$ cat src/rtl/enc_cap_pkg.sv
package enc_cap_pkg;
  // Unit timer controls, grouped for the path from top to timer.
  typedef struct packed {
    logic run;        // timer counting
    logic cap_hold;   // match captures the position
    logic rst_pos;    // match requests a position reset
    logic idx_clear;  // index reset event restarts the timer
  } ut_cfg_t;
endpackage

$ cat src/rtl/enc_hold_ctrl.sv
module enc_hold_ctrl #(
  parameter int unsigned CW     = 32,
  parameter int unsigned N_TMR  = 4
) (
  input  logic             clk,
  input  logic             rst_n,
  input  logic [CW-1:0]    pos_count,
  input  logic [N_TMR-1:0] tmr_flag,
  input  logic [N_TMR-1:0] src_en,
  input  logic             sw_set,
  input  logic             ut_cap,
  output logic             req,
  output logic [CW-1:0]    hold_q
);
  logic [N_TMR-1:0] flag_d;
  logic [N_TMR-1:0] flag_rise;
  logic             set_any;

  // Edge detector per external timer flag
  for (genvar g = 0; g < N_TMR; g++) begin : g_flag
    always_ff @(posedge clk or negedge rst_n) begin
      if (!rst_n) flag_d[g] <= 1'b0;
      else        flag_d[g] <= tmr_flag[g];
    end
    assign flag_rise[g] = tmr_flag[g] & ~flag_d[g] & src_en[g];
  end

  // Software and flag sources merge into one set, so at most one capture
  assign set_any = sw_set | (|flag_rise);

  always_ff @(posedge clk or negedge rst_n) begin
    if (!rst_n)       req <= 1'b0;
    else if (req)     req <= 1'b0;
    else if (set_any) req <= 1'b1;
  end

  always_ff @(posedge clk or negedge rst_n) begin
    if (!rst_n)              hold_q <= '0;
    else if (req || ut_cap)  hold_q <= pos_count;
  end

  p_req_selfclear_r1: assert property (@(posedge clk) disable iff (!rst_n)
    req |=> !req);
  p_req_copy_r1: assert property (@(posedge clk) disable iff (!rst_n)
    req |=> (hold_q == $past(pos_count)));
  p_sw_sets_req_r3: assert property (@(posedge clk) disable iff (!rst_n)
    (sw_set && !req) |=> req);
endmodule

$ cat src/rtl/enc_unit_timer.sv
module enc_unit_timer
  import enc_cap_pkg::*;
#(
  parameter int unsigned TW = 32
) (
  input  logic          clk,
  input  logic          rst_n,
  input  ut_cfg_t       cfg,
  input  logic          idx_edge,
  input  logic          idx_reload_en,
  input  logic [TW-1:0] cmp,
  input  logic          wr,
  input  logic [TW-1:0] wdata,
  input  logic          flag_clr,
  output logic [TW-1:0] cnt,
  output logic          evt,
  output logic          pos_rst,
  output logic          match
);
  logic idx_restart;

  assign match       = cfg.run && (cnt == cmp);
  assign idx_restart = cfg.idx_clear && idx_reload_en && idx_edge;

  always_ff @(posedge clk or negedge rst_n) begin
    if (!rst_n)           cnt <= '0;
    else if (idx_restart) cnt <= '0;
    else if (cfg.run)     cnt <= match ? '0 : cnt + 1'b1;
    else if (wr)          cnt <= wdata;
  end

  always_ff @(posedge clk or negedge rst_n) begin
    if (!rst_n)        evt <= 1'b0;
    else if (match)    evt <= 1'b1;
    else if (flag_clr) evt <= 1'b0;
  end

  always_ff @(posedge clk or negedge rst_n) begin
    if (!rst_n) pos_rst <= 1'b0;
    else        pos_rst <= match && cfg.rst_pos;
  end

  p_wrap_on_match_r5: assert property (@(posedge clk) disable iff (!rst_n)
    (cfg.run && cnt == cmp) |=> (cnt == '0));
  p_step_r5: assert property (@(posedge clk) disable iff (!rst_n)
    (cfg.run && cnt != cmp && !idx_edge) |=> (cnt == $past(cnt) + 1'b1));
  p_evt_sticky_r6: assert property (@(posedge clk) disable iff (!rst_n)
    (evt && !flag_clr) |=> evt);
  p_rst_pulse_r8: assert property (@(posedge clk) disable iff (!rst_n)
    pos_rst |=> !pos_rst || $past(match));
  p_idx_restart_r9: assert property (@(posedge clk) disable iff (!rst_n)
    (idx_edge && cfg.idx_clear && idx_reload_en) |=> (cnt == '0));
  p_write_blocked_r10: assert property (@(posedge clk) disable iff (!rst_n)
    (!cfg.run && !idx_edge && wr) |=> (cnt == $past(wdata)));
endmodule

$ cat src/rtl/enc_capture_unit.sv
module enc_capture_unit
  import enc_cap_pkg::*;
#(
  parameter int unsigned CW    = 32,
  parameter int unsigned N_TMR = 4
) (
  input  logic             clk,
  input  logic             rst_n,
  input  logic [CW-1:0]    pos_count,
  input  logic             index_edge,
  input  logic [N_TMR-1:0] tmr_flag,
  input  logic [N_TMR-1:0] hold_src_en,
  input  logic             sw_hold_set,
  input  logic             idx_latch_en,
  input  logic             idx_reload_en,
  input  logic             idx_rst_ut_sel,
  input  logic             ut_en,
  input  logic             ut_hold_en,
  input  logic             ut_rst_pos_en,
  input  logic [CW-1:0]    ut_cmp,
  input  logic             ut_wr,
  input  logic [CW-1:0]    ut_wdata,
  input  logic             ut_flag_clr,
  output logic [CW-1:0]    hold_val,
  output logic [CW-1:0]    latch_val,
  output logic             hold_req,
  output logic [CW-1:0]    ut_count,
  output logic             ut_event,
  output logic             pos_rst_req
);
  ut_cfg_t ucfg;
  logic    ut_match;

  assign ucfg.run       = ut_en;
  assign ucfg.cap_hold  = ut_hold_en;
  assign ucfg.rst_pos   = ut_rst_pos_en;
  assign ucfg.idx_clear = idx_rst_ut_sel;

  enc_unit_timer #(.TW(CW)) u_timer (
    .clk          (clk),
    .rst_n        (rst_n),
    .cfg          (ucfg),
    .idx_edge     (index_edge),
    .idx_reload_en(idx_reload_en),
    .cmp          (ut_cmp),
    .wr           (ut_wr),
    .wdata        (ut_wdata),
    .flag_clr     (ut_flag_clr),
    .cnt          (ut_count),
    .evt          (ut_event),
    .pos_rst      (pos_rst_req),
    .match        (ut_match)
  );

  enc_hold_ctrl #(.CW(CW), .N_TMR(N_TMR)) u_hold (
    .clk      (clk),
    .rst_n    (rst_n),
    .pos_count(pos_count),
    .tmr_flag (tmr_flag),
    .src_en   (hold_src_en),
    .sw_set   (sw_hold_set),
    .ut_cap   (ut_match && ucfg.cap_hold),
    .req      (hold_req),
    .hold_q   (hold_val)
  );

  // Index latch
  always_ff @(posedge clk or negedge rst_n) begin
    if (!rst_n)                           latch_val <= '0;
    else if (idx_latch_en && index_edge)  latch_val <= pos_count;
  end

  p_latch_load_r4: assert property (@(posedge clk) disable iff (!rst_n)
    (idx_latch_en && index_edge) |=> (latch_val == $past(pos_count)));
  p_latch_keep_r4: assert property (@(posedge clk) disable iff (!rst_n)
    !(idx_latch_en && index_edge) |=> $stable(latch_val));
  p_ut_hold_r7: assert property (@(posedge clk) disable iff (!rst_n)
    (ut_en && ut_hold_en && ut_count == ut_cmp) |=> (hold_val == $past(pos_count)));
endmodule

$ cat config.mk
export PLATFORM = sky130hd
export DESIGN_NAME = enc_capture_unit
export DESIGN_NICKNAME = d
export VERILOG_FILES = /design/src/rtl/enc_cap_pkg.sv /design/src/rtl/enc_hold_ctrl.sv /design/src/rtl/enc_unit_timer.sv /design/src/rtl/enc_capture_unit.sv
export SDC_FILE = /design/constraint.sdc
export NUM_CORES = 1
export LEC_CHECK = 0
export CAP_MARGIN = 15
export CORE_MARGIN = 2
export CORE_UTILIZATION = 30
export DETAILED_ROUTE_END_ITERATION = 10
export DONT_BUFFER_PORTS = 1
export GPL_TIMING_DRIVEN = 0
export MAX_ROUTING_LAYER = met4
export PLACE_DENSITY = 0.43
export SLEW_MARGIN = 15
export SYNTH_ARGS = -nofsm -noshare
export SYNTH_HDL_FRONTEND = slang
export SYNTH_SLANG_ARGS = --single-unit
$ cat constraint.sdc
create_clock -name clk -period 2 [get_ports clk]
set_input_delay 0.4 -clock clk [delete_from_list [all_inputs] [get_ports clk]]
set_output_delay 0.4 -clock clk [all_outputs]
set_load 0.02 [all_outputs]
==> metrics <==
final setup fails 65; Synth cell types 46; Crit Path Class reg -> reg; Sink Count 103; worst r2r src u_timer.cnt[26]$_DFFE_PN0P_; remaining antenna violation count 0; final core occ 0.365; Row Count 47; Worst setup SP type flip-flop; Cells after DPL 679; sequential element share of the synthesized area 0.508; Syn Area/Cell 11.1 sq um; power per cell area 967 nW/um^2; Fin Hold WS -0.267 ns; RSZ-0062 raised after global routing yes; share of cells above drive strength 1 0.320; port bufs 0; fmax 0.408 GHz; Cell Area, Synth 5070 sq um; status finished, violations left; antenna cells 0; VDD IR max 0.000396 V; Non-Filler Instances 710; initial antenna violation count 0; Synth warnings 0; core area 16600 sq um; Die H 134 um; Final #Nets 602; worst r2r path cells 9; critical path fanouts, max 6; setup ws final -0.452 ns; Reg2Reg Setup Slack -0.45 ns; Worst-Margin Slew 0.890 ns; die area 18000 sq um; Max Slew Vio Count 0; CP Capture Type flip-flop; commonest cells after routing, fill and taps aside 82 x dfrtp_1, 60 x mux2_2, 46 x nand2_1; Critical Path RT 2.22 ns; Detailed Place HPWL 11600 um; slew margin rel. 0.405; Post-synth EDFFs 0; cells after synthesis 459; #FFs+latches synth 103; drt first-iter violations 258; Arr. time, crit path 2.68 ns; I/O Pins 215; final period utilization 1.23; total track usage 0.183; area of placed instances 5410 sq um; clock transition at the registers of the reported paths 0.08 ns; GR Overflow Total 0; Initial Util 0.306; CTS tree built; vias in the first global route 3991; failing checks negative hold slack, negative setup slack; Async SR Flop Fraction 1.00; Longest Clk Path Bufs 2; design area 6050 sq um; worst reg2reg endpoint u_timer.cnt[30]$_DFFE_PN0P_; largest net degree at the start of global routing 104; clock root cell clkbuf_16; cts bufs inserted 9; max-cap violation count 0; commonest non-fill, non-tap cell in the layout dfrtp_1; routability cong. 0.825; routed len/inst 23.0 um; Via Count 3867; Tot Pwr 0.00585 W; DR DRC count 0; Lkg Pwr 2.53 nW; first-pass GRT wire length 23800 um; Hold Crit Class in -> async; die width 134 um; Final Skew 0.00798 ns; min cycle time layout 2.45 ns; drt total wl 16300 um; Area Overhead vs Synth 19.2%; Vias/cell 5.45; Syn Nets 576; ys flop type dfrtp_1; Fin. Hold Viols 103; drt pass-1 iters 4; FILL cells 1665; # H-tree levels 3; Clk Latency, worst-skew pair 0.35 ns
-- registers in the layout, summed over array words and instances, names as in the netlist --
| name | count |
|---|---|
| u_hold.hold_q | 32 |
| u_timer.cnt | 32 |
| u_hold.req | 1 |
| u_timer.evt | 1 |
| u_timer.pos_rst | 1 |
| latch_val | 32 |
| u_hold.flag_d | 4 |
-- cell type report --
cell class | count | area [sq um] | area share
sequential | 103 | 2600 | 0.430
multi-input combinational | 325 | 2530 | 0.419
tap | 220 | 275 | 0.0455
clock buffer | 10 | 229 | 0.0379
buffer | 24 | 168 | 0.0277
timing repair buffer | 15 | 159 | 0.0263
clock inverter | 6 | 55.1 | 0.00910
inverter | 7 | 26.3 | 0.00434
-- critical path, cell delays in order (launching register included) --
cell and delay [ns]:
dfrtp_2 0.52, xor2_1 0.19, nor4_2 0.29, nand4_1 0.25, or3_1 0.39, buf_6 0.14, buf_4 0.15, buf_4 0.13
a41oi_2 0.16, o311ai_1 0.11
-- cell usage after synthesis, drive strengths merged, types with 2 or more instances --
cell type,count,share of area
dfrtp,103,0.51
mux2,64,0.14
nand2,47,0.035
xor2,32,0.055
o21ai,25,0.025
a22oi,22,0.033
and3,22,0.027
nor3,21,0.022
nand3,15,0.015
clkbuf,13,0.0096
nor2,13,0.0096
buf,11,0.013
nand4,11,0.014
nor4,11,0.021
inv,7,0.0052
and2,4,0.0049
or3,4,0.0049
a222oi,3,0.0059
mux2i,3,0.0059
nand2b,3,0.0037
o22ai,3,0.0037
a21oi,2,0.0027
a31oi,2,0.0025
a32oi,2,0.0035
nor2b,2,0.0025
o211a,2,0.0039
xnor2,2,0.0035
-- worst max-delay path by stage --
stage,start,end,slack [ns],cells past startpoint
floorplan,u_timer.cnt[16]$_DFFE_PN0P_,u_timer.cnt[16]$_DFFE_PN0P_,-0.12,8
global placement,u_timer.cnt[25]$_DFFE_PN0P_,u_hold.hold_q[13]$_DFFE_PN0P_,-0.67,7
detailed placement,u_timer.cnt[25]$_DFFE_PN0P_,u_hold.hold_q[11]$_DFFE_PN0P_,-0.71,7
CTS,u_timer.cnt[14]$_DFFE_PN0P_,u_timer.cnt[16]$_DFFE_PN0P_,-0.42,8
global route,u_timer.cnt[16]$_DFFE_PN0P_,u_timer.cnt[16]$_DFFE_PN0P_,-0.56,8
finish,u_timer.cnt[26]$_DFFE_PN0P_,u_timer.cnt[30]$_DFFE_PN0P_,-0.45,9
-- metal layers --
layer	up-vias	track usage	wire [um]
li1	1723	-	-
met1	1928	0.227	6720
met2	195	0.272	7490
met3	21	0.0752	1780
met4	0	0.0614	306
met5	-	-	0
-- repair_timing --
action	CTS	global route
pin swaps	13	8
endpoints found under the hold margin	103	103
cloned	1	2
buffers inserted	6	7
setup endpoints to repair	66	66
gates resized for setup	30	31
-- cells by family (layout without fill, tap and decap cells) --
group,after synthesis,after routing,synth area share
buffers and inverters,31,62,0.0281
adders and majority gates,1,1,0.00247
xor gates and xnor gates,34,34,0.0587
AOI/OAI and AO/OA,69,69,0.0937
DFF,103,103,0.508
and+or+nand+nor,154,154,0.161
muxes,67,67,0.148
-- per-stage QoR --
| stage | setup slack (ns) | TNS (ns) |
|---|---|---|
| 2_1_floorplan | -0.123 | -0.603 |
| 3_3_place_gp | -0.669 | -35.31 |
| 3_5_place_dp | -0.712 | -36.99 |
| 4_1_cts | -0.417 | -21.12 |
| 5_1_grt | -0.562 | -28.83 |
| 6_report | -0.452 | -20.07 |
-- report_power, final --
group | switching, W | internal, W
clock network | 0.000870 | 0.000867
logic | 0.000387 | 0.000475
registers | 0.000821 | 0.00243
Power figures use the tool's default switching activity.
